===== config.mk =====
export PLATFORM = sky130hd
export DESIGN_NAME = csam_top
export DESIGN_NICKNAME = d
export VERILOG_FILES = /design/src/rtl/csam_pkg.sv /design/src/rtl/csam_align.sv /design/src/rtl/csam_seq.sv /design/src/rtl/csam_datapath.sv /design/src/rtl/csam_top.sv
export SDC_FILE = /design/constraint.sdc
export NUM_CORES = 1
export LEC_CHECK = 0
export CORE_MARGIN = 1.5
export CORE_UTILIZATION = 30
export DETAILED_ROUTE_END_ITERATION = 8
export PLACE_DENSITY_LB_ADDON = 0.1
export SLEW_MARGIN = 30
export SYNTH_ARGS = -nofsm -noshare
export SYNTH_HDL_FRONTEND = slang
export SYNTH_HIERARCHICAL = 1
export SYNTH_SLANG_ARGS = --single-unit

===== constraint.sdc =====
create_clock -name clk -period 6.3 [get_ports clk]
set_input_delay 1.26 -clock clk [delete_from_list [all_inputs] [get_ports clk]]
set_output_delay 1.26 -clock clk [all_outputs]
set_load 0.02 [all_outputs]

===== src/rtl/csam_pkg.sv =====
`timescale 1ns/1ps
package csam_pkg;
    localparam int MANT_W    = 16;
    localparam int ALIGN_W   = 4;
    localparam int MAX_ALIGN = (1 << ALIGN_W) - 1;
    localparam int MC_W      = MANT_W + MAX_ALIGN;
    localparam int ACC_W     = 2 * MANT_W + MAX_ALIGN;
    localparam int ITER_W    = $clog2(MANT_W);
    localparam int PP_PAD    = ACC_W - MC_W;

    typedef enum logic [1:0] {
        ST_IDLE  = 2'd0,
        ST_MUL   = 2'd1,
        ST_DRAIN = 2'd2,
        ST_DONE  = 2'd3
    } csam_state_e;

    typedef struct packed {
        logic [ACC_W-1:0] carry;
        logic [ACC_W-1:0] sum;
    } cs_word_t;

    // One carry-save iteration: add pp, then move right by one (or two
    // places when an alignment step is taken). The carry vector is held
    // already shifted, so its natural left shift cancels one place.
    function automatic cs_word_t cs_iter(input cs_word_t a,
                                         input logic [ACC_W-1:0] pp,
                                         input logic extra);
        cs_word_t         r;
        logic [ACC_W-1:0] x;
        logic [ACC_W-1:0] m;
        x = a.sum ^ a.carry ^ pp;
        m = (a.sum & a.carry) | (a.sum & pp) | (a.carry & pp);
        if (extra) begin
            r.sum   = x >> 2;
            r.carry = m >> 1;
        end else begin
            r.sum   = x >> 1;
            r.carry = m;
        end
        return r;
    endfunction

    function automatic cs_word_t cs_halve(input cs_word_t a);
        cs_word_t r;
        r.sum   = a.sum >> 1;
        r.carry = a.carry >> 1;
        return r;
    endfunction
endpackage


===== src/rtl/csam_align.sv =====
`timescale 1ns/1ps
module csam_align
    import csam_pkg::*;
(
    input  logic               clk,
    input  logic               rst,
    input  logic               load,
    input  logic [ALIGN_W:0]   shamt,
    input  logic               active,
    input  logic               inc,
    output logic               step,
    output logic               kill,
    output logic               kill_set,
    output logic               pend_clear
);
    logic [ALIGN_W-1:0] cnt_q;
    logic [ALIGN_W:0]   tot_q;
    logic               kill_q;
    logic [ALIGN_W-1:0] cnt_n;

    always_comb begin
        step     = active && !kill_q && (cnt_q != '0);
        kill_set = active && !kill_q && inc && (tot_q == ALIGN_W'(MAX_ALIGN));
        cnt_n    = cnt_q - ALIGN_W'(step) + ALIGN_W'(inc && active && !kill_q);
        pend_clear = kill_q || kill_set || (cnt_n == '0);
    end

    always_ff @(posedge clk) begin
        if (rst) begin
            cnt_q  <= '0;
            tot_q  <= '0;
            kill_q <= 1'b0;
        end else if (load) begin
            cnt_q  <= shamt[ALIGN_W] ? '0 : shamt[ALIGN_W-1:0];
            tot_q  <= shamt;
            kill_q <= shamt[ALIGN_W];
        end else if (active && !kill_q) begin
            if (kill_set) begin
                kill_q <= 1'b1;
                cnt_q  <= '0;
            end else begin
                cnt_q <= cnt_n;
                tot_q <= tot_q + (ALIGN_W+1)'(inc);
            end
        end
    end

    assign kill = kill_q;


    step_dec_chk: assert property (@(posedge clk) disable iff (rst)
        (step && !inc && !load) |=> (cnt_q == $past(cnt_q) - 1'b1));


    step_inc_hold_chk: assert property (@(posedge clk) disable iff (rst)
        (step && inc && !kill_set && !load) |=> $stable(cnt_q));
endmodule


===== src/rtl/csam_seq.sv =====
`timescale 1ns/1ps
module csam_seq
    import csam_pkg::*;
(
    input  logic clk,
    input  logic rst,
    input  logic start,
    input  logic pend_clear,
    output logic load,
    output logic mul_en,
    output logic drain_en,
    output logic done
);
    csam_state_e        st_q;
    logic [ITER_W-1:0]  it_q;
    logic               last_it;

    assign last_it  = (it_q == ITER_W'(MANT_W - 1));
    assign load     = (st_q == ST_IDLE) && start;
    assign mul_en   = (st_q == ST_MUL);
    assign drain_en = (st_q == ST_DRAIN);
    assign done     = (st_q == ST_DONE);

    always_ff @(posedge clk) begin
        if (rst) begin
            st_q <= ST_IDLE;
            it_q <= '0;
        end else begin
            unique case (st_q)
                ST_IDLE: if (start) begin
                    st_q <= ST_MUL;
                    it_q <= '0;
                end
                ST_MUL: begin
                    it_q <= it_q + 1'b1;
                    if (last_it) st_q <= pend_clear ? ST_DONE : ST_DRAIN;
                end
                ST_DRAIN: if (pend_clear) st_q <= ST_DONE;
                ST_DONE:  st_q <= ST_IDLE;
                default:  st_q <= ST_IDLE;
            endcase
        end
    end


    done_pulse_chk: assert property (@(posedge clk) disable iff (rst)
        done |=> !done);


    busy_start_chk: assert property (@(posedge clk) disable iff (rst)
        (mul_en && !last_it && start) |=> (mul_en && it_q == $past(it_q) + 1'b1));
endmodule


===== src/rtl/csam_datapath.sv =====
`timescale 1ns/1ps
module csam_datapath
    import csam_pkg::*;
(
    input  logic              clk,
    input  logic              rst,
    input  logic              load,
    input  logic              zero_load,
    input  logic [MANT_W-1:0] mcand,
    input  logic [MANT_W-1:0] mplier,
    input  logic              mul_en,
    input  logic              drain_en,
    input  logic              step,
    input  logic              kill,
    input  logic              kill_set,
    output logic [MANT_W-1:0] carry_hi,
    output logic [MANT_W-1:0] sum_hi
);
    cs_word_t           acc_q;
    logic [MC_W-1:0]    mc_q;
    logic [MANT_W-1:0]  mp_q;
    logic [ACC_W-1:0]   pp;

    assign pp = (mp_q[0] && !kill) ? {mc_q, {PP_PAD{1'b0}}} : '0;

    always_ff @(posedge clk) begin
        if (rst) begin
            acc_q <= '0;
            mc_q  <= '0;
            mp_q  <= '0;
        end else if (load) begin
            acc_q <= '0;
            mc_q  <= zero_load ? '0 : {mcand, {MAX_ALIGN{1'b0}}};
            mp_q  <= mplier;
        end else if (kill_set) begin
            acc_q <= '0;
            mc_q  <= '0;
            mp_q  <= mp_q >> 1;
        end else if (mul_en) begin
            acc_q <= cs_iter(acc_q, pp, step);
            mp_q  <= mp_q >> 1;
            if (step) mc_q <= mc_q >> 1;
        end else if (drain_en && step) begin
            acc_q <= cs_halve(acc_q);
        end
    end

    assign carry_hi = acc_q.carry[ACC_W-1 -: MANT_W];
    assign sum_hi   = acc_q.sum[ACC_W-1 -: MANT_W];


    kill_zero_chk: assert property (@(posedge clk) disable iff (rst)
        (kill && !load) |-> (acc_q == '0 && mc_q == '0));
endmodule


===== src/rtl/csam_top.sv =====
`timescale 1ns/1ps
module csam_top
    import csam_pkg::*;
(
    input  logic              clk,
    input  logic              rst,
    input  logic              start_i,
    input  logic [15:0]       mcand_i,
    input  logic [15:0]       mplier_i,
    input  logic [4:0]        shamt_i,
    input  logic              shift_inc_i,
    output logic [15:0]       carry_o,
    output logic [15:0]       sum_o,
    output logic              done_o
);
    logic load, mul_en, drain_en, step, kill, kill_set, pend_clear;

    csam_seq u_seq (
        .clk        (clk),
        .rst        (rst),
        .start      (start_i),
        .pend_clear (pend_clear),
        .load       (load),
        .mul_en     (mul_en),
        .drain_en   (drain_en),
        .done       (done_o)
    );

    csam_align u_align (
        .clk        (clk),
        .rst        (rst),
        .load       (load),
        .shamt      (shamt_i),
        .active     (mul_en || drain_en),
        .inc        (shift_inc_i),
        .step       (step),
        .kill       (kill),
        .kill_set   (kill_set),
        .pend_clear (pend_clear)
    );

    csam_datapath u_dp (
        .clk       (clk),
        .rst       (rst),
        .load      (load),
        .zero_load (shamt_i[ALIGN_W]),
        .mcand     (mcand_i),
        .mplier    (mplier_i),
        .mul_en    (mul_en),
        .drain_en  (drain_en),
        .step      (step),
        .kill      (kill),
        .kill_set  (kill_set),
        .carry_hi  (carry_o),
        .sum_hi    (sum_o)
    );


    idle_hold_chk: assert property (@(posedge clk) disable iff (rst)
        (!mul_en && !drain_en && !start_i) |=> ($stable(carry_o) && $stable(sum_o)));
endmodule


==> flow_summary.json <==
{
  "status": "completed",
  "grt_pass1_vias": 4141,
  "cts_setup_buffers": 0,
  "synth_cells": 544,
  "clock_path_buffers": 2,
  "cts_root_buffer": "clkbuf_16",
  "synthToLayoutAreaGrowth_pct": 22.38,
  "placed_area_sq_um": 5808,
  "seq_area_frac_synth": 0.3157,
  "grt_overflow_total": 0,
  "async_flop_share": 0,
  "cts_tree": "yes",
  "synth-warning-count": 6,
  "synth_edf_count": 0,
  "grt_max_degree": 72,
  "arrival_ns": 4.06,
  "ys_types": 57,
  "die_width_um": 132.2,
  "slowest_stage": "clkdlybuf4s50_1",
  "final_antenna_net_count": 0,
  "clock_sinks": 79,
  "cts_hold_buffers": 0,
  "ctsResizeCount": 0,
  "first_iter_violations": 178,
  "synth_top_flop_cell": "dfxtp_1",
  "final.setup_skew_ns": 0.005342,
  "netlist_area_sq_um": 5010,
  "worstPathMaxFanout": 3,
  "drc": 0,
  "finalSetupViolations": 0,
  "place_hpwl_um": 8705,
  "wirelength_um": 13050,
  "grt_pass1_wl_um": 21870,
  "cts_max_level": 3,
  "die_h_um": 132.2,
  "synth.largest_area_cell": "dfxtp_1",
  "core_area_sq_um": 16470,
  "avgSynthCellArea_sq_um": 9.209,
  "setup_tns_ns": 0,
  "synth_nets": 614,
  "cp_cell_sequence": "clkdlybuf4s50_1 > nand2_1 > ha_1 > inv_1 > ha_1 > fa_1 > o41ai_1 > inv_1 > a221oi_4 > mux2i_1 > nor2_1",
  "path_clk_slew_ns": 0.06,
  "gp_congestion": 0.8140,
  "min_path_type": "flip-flop to flip-flop",
  "via_per_inst": 5.044,
  "antenna_found_initial": 0,
  "synth_top_area_frac": 0.3157,
  "drv_cap": 0,
  "wl_per_cell_um": 16.05,
  "boundaryPins": 74,
  "design.die.area_sq_um": 17480,
  "rsz0062_at_grt": "false",
  "final_cell_mix": "79 x dfxtp_1, 71 x clkdlybuf4s50_1, 61 x a211oi_1, 49 x nor2_1, 41 x inv_1",
  "crit_type": "input pin to flip-flop",
  "fin_area_sq_um": 6131,
  "tightestPinTransition_ns": 0.9348,
  "power.density_nw_per_um2": 475.4,
  "p_leak_nw": 2.083,
  "drive_gt1_frac": 0.1568,
  "track_usage": 0.1559,
  "irDropWorstVdd_uv": 166.7,
  "final_common_cell": "dfxtp_1",
  "insertedDiodeCount": 0,
  "endpoint_kind": "flip-flop",
  "clkLatencyLatePin_ns": 0.34,
  "max_clock_freq_mhz": 259.7,
  "io_buffers": 72,
  "start_util": 0.3043,
  "startpoint_type": "input pin",
  "first_pass_iters": 4,
  "num_rows": 47,
  "slew_violations": 0,
  "fin_crit_ns": 3.850,
  "max_stage_delay_ns": 0.52,
  "maxSlewHeadroom": 0.3768,
  "ys_seq_elements": 79,
  "crit_required_ns": 6.51,
  "fin_crit_sh": 0.6111,
  "finalHoldViolations": 0,
  "vias": 4101,
  "finalNetCount": 658,
  "cts_buffers": 9,
  "synth.area.top_cells": "dfxtp_1 32%, a211oi_1 9.1%, a211oi_2 7.2%, fa_1 6.0%, mux2_2 5.8%"
}
==> layout make-up <==
cell class / instances / area [sq um]
sequential: 79 / 1582
fill: 1672 / 10330
clock inverter: 7 / 97.59
timing repair buffer: 80 / 775.7
clock buffer: 9 / 225.2
multi-input combinational: 377 / 3022
inverter: 41 / 153.9
tap: 220 / 275.3
==> report_power, final <==
part,internal [mW],switching (mW)
clock network,0.348,0.229
registers,0.675,0.144
logic,0.635,0.885
total,1.66,1.26
==> flip-flops by register name, indices dropped and copies added (netlist names) <==
name,flops
u_align/tot_q,5
u_dp/sum_hi,15
u_seq/it_q,4
u_dp/mp_q,16
u_dp/carry_hi,16
u_dp/mc_q,16
u_align/cnt_q,4
u_seq/st_q,2
u_align/kill,1
==> critical path, delay by kind of cell <==
| family | cells | cell delay (ns) |
|---|---|---|
| adders and majority gates | 3 | 0.94 |
| AOI/OAI and AO/OA | 2 | 0.83 |
| buffers and inverters | 3 | 0.69 |
| muxes | 1 | 0.22 |
| and+or+nand+nor | 2 | 0.12 |
==> final timing paths <==
check | from | to | slack, ns | depth (start not counted)
worst max-delay path | shift_inc_i | u_seq/st_q[1]$_SDFFE_PP0P_ | 2.45 | 11
worst max register to register | u_seq/st_q[0]$_SDFFE_PP0P_ | u_seq/st_q[1]$_SDFFE_PP0P_ | 2.59 | 14
worst min register to register | u_seq/it_q[0]$_SDFFE_PP0P_ | u_seq/it_q[0]$_SDFFE_PP0P_ | 0.50 | 2
worst min-delay path | u_seq/it_q[0]$_SDFFE_PP0P_ | u_seq/it_q[0]$_SDFFE_PP0P_ | 0.50 | 2
==> cell usage after synthesis (2+ instances only) <==
cell,instances
a22oi_1,5
and4_1,2
xor2_1,2
buf_4,7
and2_1,5
nand4_1,2
ha_1,14
or2_2,2
or2_1,2
a311oi_1,3
clkbuf_1,17
nor2_1,49
a211oi_2,29
and3_1,28
nor3b_1,14
nand2b_1,3
nor2b_1,5
buf_6,7
nand3_1,4
inv_1,41
nand2_1,23
mux2_2,26
mux2i_1,16
nor3_1,19
o21ai_0,5
a211oi_1,61
a21oi_1,15
fa_1,15
o2bb2ai_1,2
dfxtp_1,79
buf_2,15
a32oi_1,2
==> kinds of logic after synthesis <==
family,share of synthesized area
simple gates,0.1736
compound gates,0.2338
buf+inv,0.08566
flops,0.3157
mux,0.09041
fa+ha+maj,0.09491
xor+xnor,0.005246
other cells,0.0007485
==> layer usage <==
metal	part of all wire	vias up	global-route usage
met5	0	-	0
met4	0.012	0	0.03724
met3	0.038	11	0.04844
met2	0.47	75	0.2528
met1	0.48	1969	0.2027
li1	-	2046	-
==> stage by stage <==
step                hold WS [ns]  power [mW]  utilization  std cells  setup slack (ns)
CTS                       0.5005       2.950       0.3723        813             2.476
global placement          0.4794       2.327       0.3523        797             2.131
detailed placement        0.4871       2.349       0.3527        797             2.118
finish                    0.4978       2.915       0.3723        813             2.450
floorplan                 0.4559       1.981            -        544             2.817
global route              0.5160       3.155       0.3723        813             2.215
Power figures use the tool's default switching activity.
